**src/rtl/amp_sel_pkg.sv**
```systemverilog
package amp_sel_pkg;

    localparam int VP_NUM   = 4;
    localparam int VP_SEL_W = $clog2(VP_NUM);
    localparam int VM_PINS  = 2;
    localparam int VM_SEL_W = $clog2(VM_PINS);
    localparam int GAIN_W   = 4;
    localparam int GSEL_W   = 2;

    typedef enum logic [1:0] {
        VM_PIN0   = 2'b00,
        VM_PIN1   = 2'b01,
        VM_PGA    = 2'b10,
        VM_FOLLOW = 2'b11
    } vm_mode_e;

    typedef struct packed {
        logic [VP_NUM-1:0]  vp;
        logic [VM_PINS-1:0] vm;
        logic               fb;
        logic               fol;
        logic               refp;
        logic               refm;
        logic [VM_PINS-1:0] mid;
    } sw_t;

    localparam int SW_W = $bits(sw_t);

    typedef struct packed {
        logic [VP_SEL_W-1:0] vp;
        vm_mode_e            vm;
    } route_t;

    function automatic logic [VP_NUM-1:0] vp_onehot(input logic [VP_SEL_W-1:0] s);
        logic [VP_NUM-1:0] r;
        r = '0;
        for (int i = 0; i < VP_NUM; i++) begin
            if (s == VP_SEL_W'(i)) r[i] = 1'b1;
        end
        return r;
    endfunction

    function automatic logic [VM_PINS-1:0] pin_onehot(input logic [VM_SEL_W-1:0] s);
        logic [VM_PINS-1:0] r;
        r = '0;
        for (int i = 0; i < VM_PINS; i++) begin
            if (s == VM_SEL_W'(i)) r[i] = 1'b1;
        end
        return r;
    endfunction

    function automatic logic [VM_PINS-1:0] tap_route(input logic [1:0] hi);
        logic [VM_PINS-1:0] r;
        r = '0;
        if (hi[1]) r = pin_onehot(VM_SEL_W'(hi[0]));
        return r;
    endfunction

endpackage

```
**src/rtl/amp_tsync.sv**
```systemverilog
module amp_tsync #(
    parameter int STAGES = 2
) (
    input  logic clk,
    input  logic rst,
    input  logic din,
    output logic dout
);
    logic [STAGES-1:0] chain;

    generate
        for (genvar g = 0; g < STAGES; g++) begin : g_stage
            if (g == 0) begin : g_first
                always_ff @(posedge clk) begin
                    if (rst) chain[0] <= 1'b0;
                    else     chain[0] <= din;
                end
            end else begin : g_next
                always_ff @(posedge clk) begin
                    if (rst) chain[g] <= 1'b0;
                    else     chain[g] <= chain[g-1];
                end
            end
        end
    endgenerate

    assign dout = chain[STAGES-1];
endmodule

```
**src/rtl/amp_route_dec.sv**
```systemverilog
module amp_route_dec
    import amp_sel_pkg::*;
(
    input  logic                amp_en,
    input  logic                cal_en,
    input  logic                force_ref,
    input  logic                sec_act,
    input  route_t              pri,
    input  logic [VP_SEL_W-1:0] sec_vp,
    input  logic [VM_SEL_W-1:0] sec_vm,
    input  logic [1:0]          tap_bits,
    output sw_t                 want
);
    route_t eff;

    always_comb begin
        if (sec_act) begin
            eff.vp = sec_vp;
            eff.vm = vm_mode_e'({1'b0, sec_vm});
        end else begin
            eff = pri;
        end
    end

    always_comb begin
        want = '0;
        if (amp_en) begin
            if (cal_en) begin
                want.refp = 1'b1;
                want.refm = 1'b1;
            end else begin
                if (force_ref) want.refp = 1'b1;
                else           want.vp   = vp_onehot(eff.vp);
                unique case (eff.vm)
                    VM_PIN0:   want.vm  = pin_onehot(VM_SEL_W'(0));
                    VM_PIN1:   want.vm  = pin_onehot(VM_SEL_W'(1));
                    VM_PGA: begin
                        want.fb  = 1'b1;
                        want.mid = tap_route(tap_bits);
                    end
                    VM_FOLLOW: want.fol = 1'b1;
                    default:   want.vm  = '0;
                endcase
            end
        end
    end
endmodule

```
**src/rtl/amp_bbm.sv**
```systemverilog
module amp_bbm #(
    parameter int W = 8
) (
    input  logic         clk,
    input  logic         rst,
    input  logic [W-1:0] want,
    output logic [W-1:0] state
);
    always_ff @(posedge clk) begin
        if (rst) begin
            state <= '0;
        end else if (want != state) begin
            if (state == '0) state <= want;
            else             state <= '0;
        end
    end
endmodule

```
**src/rtl/amp_input_sel.sv**
```systemverilog
module amp_input_sel
    import amp_sel_pkg::*;
#(
    parameter int SYNC_STAGES = 2
) (
    input  logic                clk,
    input  logic                rst,
    input  logic                amp_en,
    input  logic                tmux_en,
    input  logic                tmr_cmp,
    input  logic [VP_SEL_W-1:0] pri_vp,
    input  logic [1:0]          pri_vm,
    input  logic [VP_SEL_W-1:0] sec_vp,
    input  logic [VM_SEL_W-1:0] sec_vm,
    input  logic                force_ref,
    input  logic                cal_en,
    input  logic [GAIN_W-1:0]   gain_code,
    output logic [VP_NUM-1:0]   vp_on,
    output logic [VM_PINS-1:0]  vm_on,
    output logic                fb_on,
    output logic                fol_on,
    output logic                refp_on,
    output logic                refm_on,
    output logic [VM_PINS-1:0]  mid_on,
    output logic [GSEL_W-1:0]   gain_sel
);
    logic        tmr_s;
    logic        sec_act;
    route_t      pri;
    sw_t         want;
    logic [SW_W-1:0] sw_q;
    sw_t         sw;
    logic [GSEL_W-1:0] gain_q;

    amp_tsync #(.STAGES(SYNC_STAGES)) u_sync (
        .clk  (clk),
        .rst  (rst),
        .din  (tmr_cmp),
        .dout (tmr_s)
    );

    assign sec_act = tmux_en & tmr_s;
    assign pri.vp  = pri_vp;
    assign pri.vm  = vm_mode_e'(pri_vm);

    amp_route_dec u_dec (
        .amp_en    (amp_en),
        .cal_en    (cal_en),
        .force_ref (force_ref),
        .sec_act   (sec_act),
        .pri       (pri),
        .sec_vp    (sec_vp),
        .sec_vm    (sec_vm),
        .tap_bits  (gain_code[GAIN_W-1:GAIN_W-2]),
        .want      (want)
    );

    amp_bbm #(.W(SW_W)) u_bbm (
        .clk   (clk),
        .rst   (rst),
        .want  (want),
        .state (sw_q)
    );

    always_ff @(posedge clk) begin
        if (rst) gain_q <= '0;
        else     gain_q <= gain_code[GSEL_W-1:0];
    end

    assign sw       = sw_t'(sw_q);
    assign vp_on    = sw.vp;
    assign vm_on    = sw.vm;
    assign fb_on    = sw.fb;
    assign fol_on   = sw.fol;
    assign refp_on  = sw.refp;
    assign refm_on  = sw.refm;
    assign mid_on   = sw.mid;
    assign gain_sel = gain_q;
endmodule

```
**config.mk**
```make
export PLATFORM = sky130hd
export DESIGN_NAME = amp_input_sel
export DESIGN_NICKNAME = d
export VERILOG_FILES = /design/src/rtl/amp_sel_pkg.sv /design/src/rtl/amp_tsync.sv /design/src/rtl/amp_route_dec.sv /design/src/rtl/amp_bbm.sv /design/src/rtl/amp_input_sel.sv
export SDC_FILE = /design/constraint.sdc
export NUM_CORES = 1
export LEC_CHECK = 0
export ABC_AREA = 1
export ABC_CLOCK_PERIOD_IN_PS = 2100
export BUFFER_PORTS_ARGS = -buffer_cell sky130_fd_sc_hd__buf_2
export CORE_ASPECT_RATIO = 0.5
export CORE_MARGIN = 1.5
export CORE_UTILIZATION = 35
export DETAILED_ROUTE_END_ITERATION = 6
export MAX_ROUTING_LAYER = met4
export SLEW_MARGIN = 30
export SYNTH_ARGS = -nofsm -noshare
export SYNTH_HDL_FRONTEND = slang
export SYNTH_SLANG_ARGS = --single-unit
```
**constraint.sdc**
```tcl
create_clock -name clk -period 2.1 [get_ports clk]
set_input_delay 0.42 -clock clk [delete_from_list [all_inputs] [get_ports clk]]
set_output_delay 0.42 -clock clk [all_outputs]
set_load 0.05 [all_outputs]
```
# ---- Word level (Yosys, flattened, before mapping)
# Index checks and enable logic that the tools add are counted.
dict set report word_totals {
  register_bits 16
  latch_bits 0
  ram_bits 0
  romBits 0
  in_bits 18
  out_inout_bits 14
  wordCells 35
  memories 0
}
dict set report op_classes {
  addsub 0
  n_mul 0
  n_div 0
  magnitude_cmp 0
  eq_ne 7
  shifts 0
  mux 20
  bitwise 1
  reduce_logical 3
}
# operator n
set op_table {}
lappend op_table {{2-to-1 mux 12 bit} 2}
lappend op_table {{logical NOT 12 bit} 1}
lappend op_table {{!= test 12 bit} 1}
lappend op_table {{2-to-1 mux 1 bit} 11}
lappend op_table {{equality test 2 bit, second input constant} 4}
lappend op_table {{2-to-1 mux 4 bit} 2}
lappend op_table {{2-to-1 mux 8 bit} 1}
lappend op_table {{2-to-1 mux 2 bit} 3}
lappend op_table {{equality test 2 x 1 -> 1 bit, second input constant} 2}
lappend op_table {{logical NOT 2 bit} 2}
lappend op_table {{one-hot mux 2 bit (2 select lines)} 1}
lappend op_table {{bitwise AND 1 bit} 1}

# ---- Logic depth before layout (Yosys ltp)
# Gate-level depths: netlist of the first run.
dict set report logic_depth {
  ltp_word 8
  depth_mapped 12
  depth_no_buf 12
}

# ---- Cells and area by module
# Synthesis of the first run repeated with hierarchy kept, for this count alone.
dict set report unflattened {
  hier_cells 231
  hier_area_um2 1229.9
}
# module instances cells_each area_per_inst_um2 seq_area_each_um2
set by_module_without_submodules {}
lappend by_module_without_submodules {amp_bbm 1 171 929.6 240.2}
lappend by_module_without_submodules {amp_route_dec 1 46 182.7 0.0}
lappend by_module_without_submodules {amp_input_sel 1 8 62.6 40.0}
lappend by_module_without_submodules {amp_tsync 1 6 55.1 40.0}

# ---- Worst setup path before layout of the first run
# No wires, ideal clock.
dict set report synth_path {
  path_kind {register to register}
  startpoint {register u_bbm.state[2]}
  endpoint {register u_bbm.state[0]}
  setup_ns 0.118
  arrival_time_ns 1.697
  required_ns 1.982
  slack_ns 0.285
  path_stages_with_launch 10
  path_buffers 1
  synth_period_minus_slack_ns 1.815
  cell_sequence {dfxtp_1 -> inv_1 -> xor2_1 -> nor2_1 -> nand2_1 -> nor2_2 -> nand3_4 -> buf_6 -> nor3_1 -> nor2_1}
}
dict set report synth_between {
  elab_chain_cells 2
  word_cells_on_any_way 3
  cone_classes {eq/ne (1); mux (1); reduce/logical (1)}
}
# item line_no
set synth_lines {}
lappend synth_lines {{start, declared} amp_bbm.sv:7} ;# output logic [W-1:0] state
lappend synth_lines {{start signal, assigned} amp_bbm.sv:13} ;# if (state == '0) state <= want;
lappend synth_lines {{logical NOT 12 bit} amp_bbm.sv:13}
lappend synth_lines {{2-to-1 mux 12 bit} amp_bbm.sv:13}
# Parallel ways exist; a longest one is shown, timed or not.
# A chain may end at the register's enable or synchronous reset.

# ---- Worst setup path in the final report of the first run
dict set report layout_path {
  startpoint {register u_sync.chain[1], in the netlist u_sync.dout}
  endpoint {register u_bbm.state[1]}
}
dict set report layout_between {
  elab_chain_cells 8
  word_cells_on_any_way 24
  cone_classes {eq/ne (7); mux (14); bitwise (1); reduce/logical (2)}
}
# item line_no
set layout_lines {}
lappend layout_lines {{start, declared} amp_tsync.sv:9} ;# logic [STAGES-1:0] chain;
lappend layout_lines {{start signal, assigned by index} amp_tsync.sv:21} ;# else chain[g] <= chain[g-1];
lappend layout_lines {{bitwise AND 1 bit (*)} amp_input_sel.sv:42} ;# assign sec_act = tmux_en & tmr_s;
lappend layout_lines {{2-to-1 mux 4 bit (*)} amp_route_dec.sv:17} ;# if (sec_act) begin
lappend layout_lines {{equality test 2 x 1 -> 1 bit (tied with other cells)} amp_sel_pkg.sv:38} ;# if (s == VP_SEL_W'(i)) r[i] = 1'b1;
lappend layout_lines {{2-to-1 mux 1 bit} amp_sel_pkg.sv:38}
lappend layout_lines {{2-to-1 mux 4 bit} amp_route_dec.sv:32} ;# if (force_ref) want.refp = 1'b1;
lappend layout_lines {{2-to-1 mux 8 bit} amp_route_dec.sv:28} ;# if (cal_en) begin
lappend layout_lines {{2-to-1 mux 12 bit (*)} amp_route_dec.sv:27} ;# if (amp_en) begin
lappend layout_lines {{!= test 12 bit} amp_bbm.sv:12} ;# end else if (want != state) begin
# Every way passes the cells marked *; elsewhere a longest branch is shown, timed or not.

==> flow_summary.ini, run 1 <==
[worst_setup_path]
critical_path_class = reg -> reg
endpoint_kind = register
ff2ff_path_depth = 12
r2r_end = u_bbm.state[1]$_SDFFE_PP0P_
cp_max_fo = 10
rrSetupSlack_ns = 0.32
crit_path_start_kind = register
required_ns = 2.24
crit_arrival_ns = 1.92
r2r-start = u_sync.dout$_SDFF_PP0_

[synth]
yosys_register_bits = 16
yosysWarnings = 0
synth.distinct_cells = 23
synth_area_per_cell_um2 = 6.36
syn-num-nets = 218
synthCells = 200
ys_seq_area_frac = 0.252
syn_area_mm2 = 0.00127

[timing]
holdWs_ns = 0.374
setup_viol = 0
worstMarginPinSlew_ns = 0.379
worst_slack_ns = 0.323
layout_min_cycle_time_ns = 1.78
fmax_mhz = 563
finalCritPeriodShare = 0.846
finalHoldViolCount = 0
finalClockSkew_ns = 0.00151
rsz0062_at_grt = no
setup_tns_ns = 0
slew_headroom = 0.747
slew_viol_final = 0

[hold_path]
hold_depth = 3
worstHoldEndpoint = u_sync.chain[0]$_SDFF_PP0_
min_path_type = in -> reg
worstHoldStart = tmr_cmp

[status]
status = finished clean

[placement]
post-place-cells = 281
gp_congestion = 0.890
numPortBuffers = 31
dp_slack_ns = 0.127
dp_hpwl_mm = 2.47

[floorplan]
die_w_um = 88.3
fp.dieH_um = 45.6
ios = 32
rows = 15
start_util = 0.368
die_area_mm2 = 0.00403
placeableCoreArea_mm2 = 0.00345

[global_routing]
grt_pass1_vias = 1118
antenna_found_initial = 0
grt_max_degree = 15
grt_pass1_wl_mm = 4.99
grt_overflow = 0
track_usage = 0.171

[detailed_routing]
drc_errors = 0
routed_wl_mm = 3.04
wl_per_cell_um = 10.7
first_pass_iters = 4
ant_nets = 0
vias = 1281
drt_iter0_markers = 99
viasPerCell = 4.49

[layout]
diodes = 0
fill_cells = 387
fin_cells = 285
syn2layout_area_growth_pct = 22.9
nets = 253
layout-drive-gt1-share = 0.299
seq_area_um2 = 322
multiInputGateArea_um2 = 823

[clock_network]
htree_levels = 1
cts_tree = done
cts_buffers = 3
clockRootBuffer = clkbuf_8
hold_buffers = 0
clock_path_buffers = 2
clkTransAtPathRegs_ns = 0.06
insertion_delay_ns = 0.24
cts.sinks = 16

[power_and_ir_drop]
total_power_mw = 2.43
power_density_mw_per_mm2 = 1560
irDropWorstVdd_mv = 0.590
leakagePower_nw = 0.774

[job]
drv_cap = 0
==> critical path, cell delays in order (launching register included) <==
cell and delay, ns:
dfxtp_2 0.38, nand2_4 0.14, nand2_1 0.06, nand2_1 0.14
nand3_1 0.14, nand2_1 0.08, nand2_1 0.06, nor2_2 0.16
nand3_4 0.11, nor2_4 0.21, nand2_1 0.08, nand2_1 0.06
nor2_1 0.05
==> logic make-up (layout without fill, tap and decap cells) <==
| family | after synthesis | after routing | synth area share |
|---|---|---|---|
| flops | 16 | 16 | 0.252 |
| xor+xnor | 1 | 1 | 0.00688 |
| compound gates | 9 | 9 | 0.0580 |
| buf+inv | 30 | 64 | 0.101 |
| simple gates | 144 | 144 | 0.582 |
==> state kept, by name, indices dropped and copies added, names as in the netlist <==
signal / count
gain_sel: 2
u_bbm.state: 12
u_sync.chain: 1
u_sync.dout: 1
==> placed cells by master, fill, tap and decap left out <==
| cell type | instances |
|---|---|
| inv_2 | 2 |
| nand3_4 | 2 |
| o21bai_1 | 4 |
| xor2_1 | 1 |
| buf_2 | 31 |
| inv_1 | 24 |
| nand2_1 | 52 |
| nor2_1 | 35 |
| a21oi_1 | 2 |
| nor2_2 | 5 |
| dfxtp_1 | 15 |
| dfxtp_2 | 1 |
| nand2_2 | 6 |
| nor4_1 | 3 |
| o21bai_2 | 3 |
| clkbuf_8 | 4 |
| nand3_1 | 13 |
| nor3_1 | 9 |
| buf_4 | 1 |
| nand4_1 | 4 |
| nand3b_1 | 2 |
| nor2_4 | 6 |
| buf_12 | 2 |
| nand2_4 | 3 |
| nand3_2 | 4 |
==> metrics by stage <==
step | util | cell area [um^2]
after floorplan | - | 1270
after global routing | 0.453 | 1560
after global placement | 0.437 | 1510
after CTS | 0.453 | 1560
final | 0.453 | 1560
after detailed placement | 0.437 | 1510
==> metal layers <==
metal	share of wire	track usage	vias up
met2	0.39	0.232	36
met3	0.059	0.0109	2
met5	0	-	-
li1	-	-	698
met1	0.55	0.262	545
met4	0.0036	0.0594	0
==> where the power goes <==
part	leakage, nW	total [mW]	internal, mW	switching (mW)
sequential	0.131	0.500	0.395	0.105
combinational	0.614	1.67	0.601	1.07
clock	0.0288	0.262	0.166	0.0965
==> worst max path at each step <==
stage	startpoint	to	slack, ns	depth (start not counted)
2_1_floorplan	u_bbm.state[2]$_SDFFE_PP0P_	u_bbm.state[0]$_SDFFE_PP0P_	0.28	9
3_3_place_gp	cal_en	u_bbm.state[1]$_SDFFE_PP0P_	0.11	13
3_5_place_dp	cal_en	u_bbm.state[0]$_SDFFE_PP0P_	0.13	13
4_1_cts	u_sync.dout$_SDFF_PP0_	u_bbm.state[0]$_SDFFE_PP0P_	0.22	11
5_1_grt	u_sync.dout$_SDFF_PP0_	u_bbm.state[11]$_SDFFE_PP0P_	0.08	12
6_report	u_sync.dout$_SDFF_PP0_	u_bbm.state[1]$_SDFFE_PP0P_	0.32	12
==> cell usage after synthesis (all sizes together) <==
library cell | n | area (um^2)
clkbuf | 1 | 3.75
buf | 3 | 27.5
a21oi | 2 | 10.0
o21bai | 7 | 63.8
nand3b | 2 | 15.0
nand4 | 4 | 25.0
dfxtp | 16 | 320
xor2 | 1 | 8.76
nor3 | 9 | 45.0
inv | 26 | 97.6
nor4 | 3 | 18.8
nor2 | 46 | 230
nand3 | 19 | 140
nand2 | 61 | 267
==> area by class of cell <==
class / count / area share
multi-input cells: 154 / 0.526
flip-flops and latches: 16 / 0.206
repair buffers: 34 / 0.130
inverters: 26 / 0.0624
well taps: 51 / 0.0408
clock buffers: 4 / 0.0352
==> repair_timing <==
item / in CTS / in global routing
gates resized for setup: 0 / 1
buffers inserted: 0 / 0
endpoints found under the setup margin: 0 / 7
Note: power is estimated with default switching activity, not from simulation.
==> inputs of run 2 (changes only) <==
--- a/config.mk
+++ b/config.mk
@@ -6,7 +6,7 @@
 export NUM_CORES = 1
 export LEC_CHECK = 0
 export ABC_AREA = 1
-export ABC_CLOCK_PERIOD_IN_PS = 2100
+export ABC_CLOCK_PERIOD_IN_PS = 1700
 export BUFFER_PORTS_ARGS = -buffer_cell sky130_fd_sc_hd__buf_2
 export CORE_ASPECT_RATIO = 0.5
 export CORE_MARGIN = 1.5
==> constraint.sdc (replaced) <==
create_clock -name clk -period 1.7 [get_ports clk]
set_input_delay 0.34 -clock clk [delete_from_list [all_inputs] [get_ports clk]]
set_output_delay 0.34 -clock clk [all_outputs]
set_load 0.05 [all_outputs]
==> run 2 against run 1 <==
The flow now finishes with violations (negative setup slack). Largest power group unchanged. Critical path type unchanged. Wire length up 13%. Largest cell class unchanged. Fmax up 2.3%. Cell area up 14%. Sequential share of layout area down 2.2 points. Hold slack worse by 0.086 ns. Non-clock buffer count up 26. First-iteration DRC count down 27%. Critical endpoint is now u_bbm.state[3]$_SDFFE_PP0P_. Clock power up 29%. Via count up 8.4%. Combinational power up 40%. Global-route usage up 1.5 points.
==> flow_summary.ini, run 2 (same netlist as run 1, synthesis figures left out) <==
[job]
drv_cap = 0

[timing]
rsz0062_at_grt = yes
slew_viol_final = 0
layout_min_cycle_time_ns = 1.74
fmax_mhz = 576
worstMarginPinSlew_ns = 0.404
setup_viol = 8
slew_headroom = 0.730
worst_slack_ns = -0.0367
finalClockSkew_ns = 0.00413
finalCritPeriodShare = 1.02
finalHoldViolCount = 0

[layout]
layout_commonest_cell = nand2_1
fin_util = 0.516
regMostFlops = u_bbm.state
final_cell_mix = 51 x nand2_1, 35 x nor2_1, 31 x buf_2
layout-drive-gt1-share = 0.392
diodes = 0
syn2layout_area_growth_pct = 40.0
largest_reg_flops = 12
nets = 279
fill_cells = 373

[global_routing]
grt_pass1_wl_mm = 5.32
grt_max_degree = 15
antenna_found_initial = 0
grt_overflow = 0
track_usage = 0.185
grt_pass1_vias = 1148

[worst_setup_path]
crit_path_start_kind = register
r2r_end = u_bbm.state[3]$_SDFFE_PP0P_
rrSetupSlack_ns = -0.04
required_ns = 1.88
cp_max_fo = 8
ff2ff_path_depth = 12
endpoint_kind = register
crit_arrival_ns = 1.92
critical_path_class = reg -> reg
r2r-start = u_sync.dout$_SDFF_PP0_

[detailed_routing]
drc_errors = 0
vias = 1388
wl_per_cell_um = 11.0
viasPerCell = 4.46
first_pass_iters = 4
drt_iter0_markers = 72
routed_wl_mm = 3.42
ant_nets = 0

[clock_network]
clockRootBuffer = clkbuf_8
insertion_delay_ns = 0.25
clkTransAtPathRegs_ns = 0.06
cts_tree = done
cts_buffers = 3
htree_levels = 1
cts.sinks = 16
clock_path_buffers = 2

[hold_path]
worstHoldEndpoint = u_sync.chain[0]$_SDFF_PP0_
worstHoldStart = tmr_cmp
min_path_type = in -> reg
hold_depth = 3

[placement]
dp_slack_ns = -0.181
gp_congestion = 0.865
dp_hpwl_mm = 2.78
numPortBuffers = 31

[power_and_ir_drop]
power_density_mw_per_mm2 = 1820
irDropWorstVdd_mv = 0.745
leakagePower_nw = 0.888

[floorplan]
start_util = 0.368
die_area_mm2 = 0.00403
rows = 15
die_w_um = 88.3
ios = 32
fp.dieH_um = 45.6
placeableCoreArea_mm2 = 0.00345

[status]
violations = negative setup slack
status = finished with violations
-- run 2: cell count changes in the layout (fill, tap and decap cells not counted), sizes merged --
| cell | delta |
|---|---|
| buf | +26 |
-- run 2: critical path, cell delays in order (launching register included) --
cell      delay (ns)
dfxtp_4         0.39
nand2_8         0.10
nand2_4         0.07
nor2_4          0.16
nand2_1         0.09
nand2_1         0.06
nand2_1         0.08
nor2_4          0.11
nand3_4         0.11
buf_4           0.18
o21bai_1        0.13
nand2_1         0.06
nor2_1          0.12
-- run 2: power breakdown --
group          internal, mW  switching [mW]
logic                 0.881            1.46
clock network         0.206           0.133
registers             0.488          0.0779
total                  1.58            1.67
-- run 2: what timing repair did --
| item | 4_1_cts | 5_1_grt |
|---|---|---|
| endpoints found under the setup margin | 12 | 12 |
| hold buffers | 0 | 0 |
| pin swaps | 3 | 4 |
| gates resized for setup | 5 | 3 |
| buffers inserted | 0 | 1 |
-- run 2: layout make-up --
cell class / count / area, um^2 / area share
multi-input cells: 154 / 850 / 0.477
repair buffers: 60 / 389 / 0.218
flip-flops and latches: 16 / 327 / 0.183
inverters: 26 / 97.6 / 0.0548
well taps: 51 / 63.8 / 0.0358
clock buffers: 4 / 55.1 / 0.0309
-- run 2: metal layers --
layer	global-route usage	part of all wire	up-vias
met5	-	0	-
met4	0.0438	0.010	0
met3	0.0417	0.063	7
met2	0.267	0.39	35
met1	0.263	0.53	601
li1	-	-	745
-- run 2: per-stage QoR --
step	power, mW	area (um^2)	hold WS, ns	setup TNS (ns)	std cells
after floorplan	2.17	1270	0.388	0	200
after global placement	2.86	1690	0.390	-1.59	306
after detailed placement	2.86	1690	0.396	-2.01	306
after CTS	3.24	1760	0.282	-0.219	310
after global routing	3.47	1780	0.288	-1.56	311
final	3.24	1780	0.288	-0.0990	311
-- run 2: worst max path at each step --
stage / start / to / slack (ns) / cells past startpoint
floorplan: u_bbm.state[6]$_SDFFE_PP0P_ / u_bbm.state[3]$_SDFFE_PP0P_ / 0.01 / 10
global placement: tmux_en / u_bbm.state[1]$_SDFFE_PP0P_ / -0.15 / 13
detailed placement: tmux_en / u_bbm.state[4]$_SDFFE_PP0P_ / -0.18 / 14
CTS: u_sync.dout$_SDFF_PP0_ / u_bbm.state[4]$_SDFFE_PP0P_ / -0.04 / 13
global route: u_sync.dout$_SDFF_PP0_ / u_bbm.state[3]$_SDFFE_PP0P_ / -0.17 / 11
finish: u_sync.dout$_SDFF_PP0_ / u_bbm.state[3]$_SDFFE_PP0P_ / -0.04 / 12
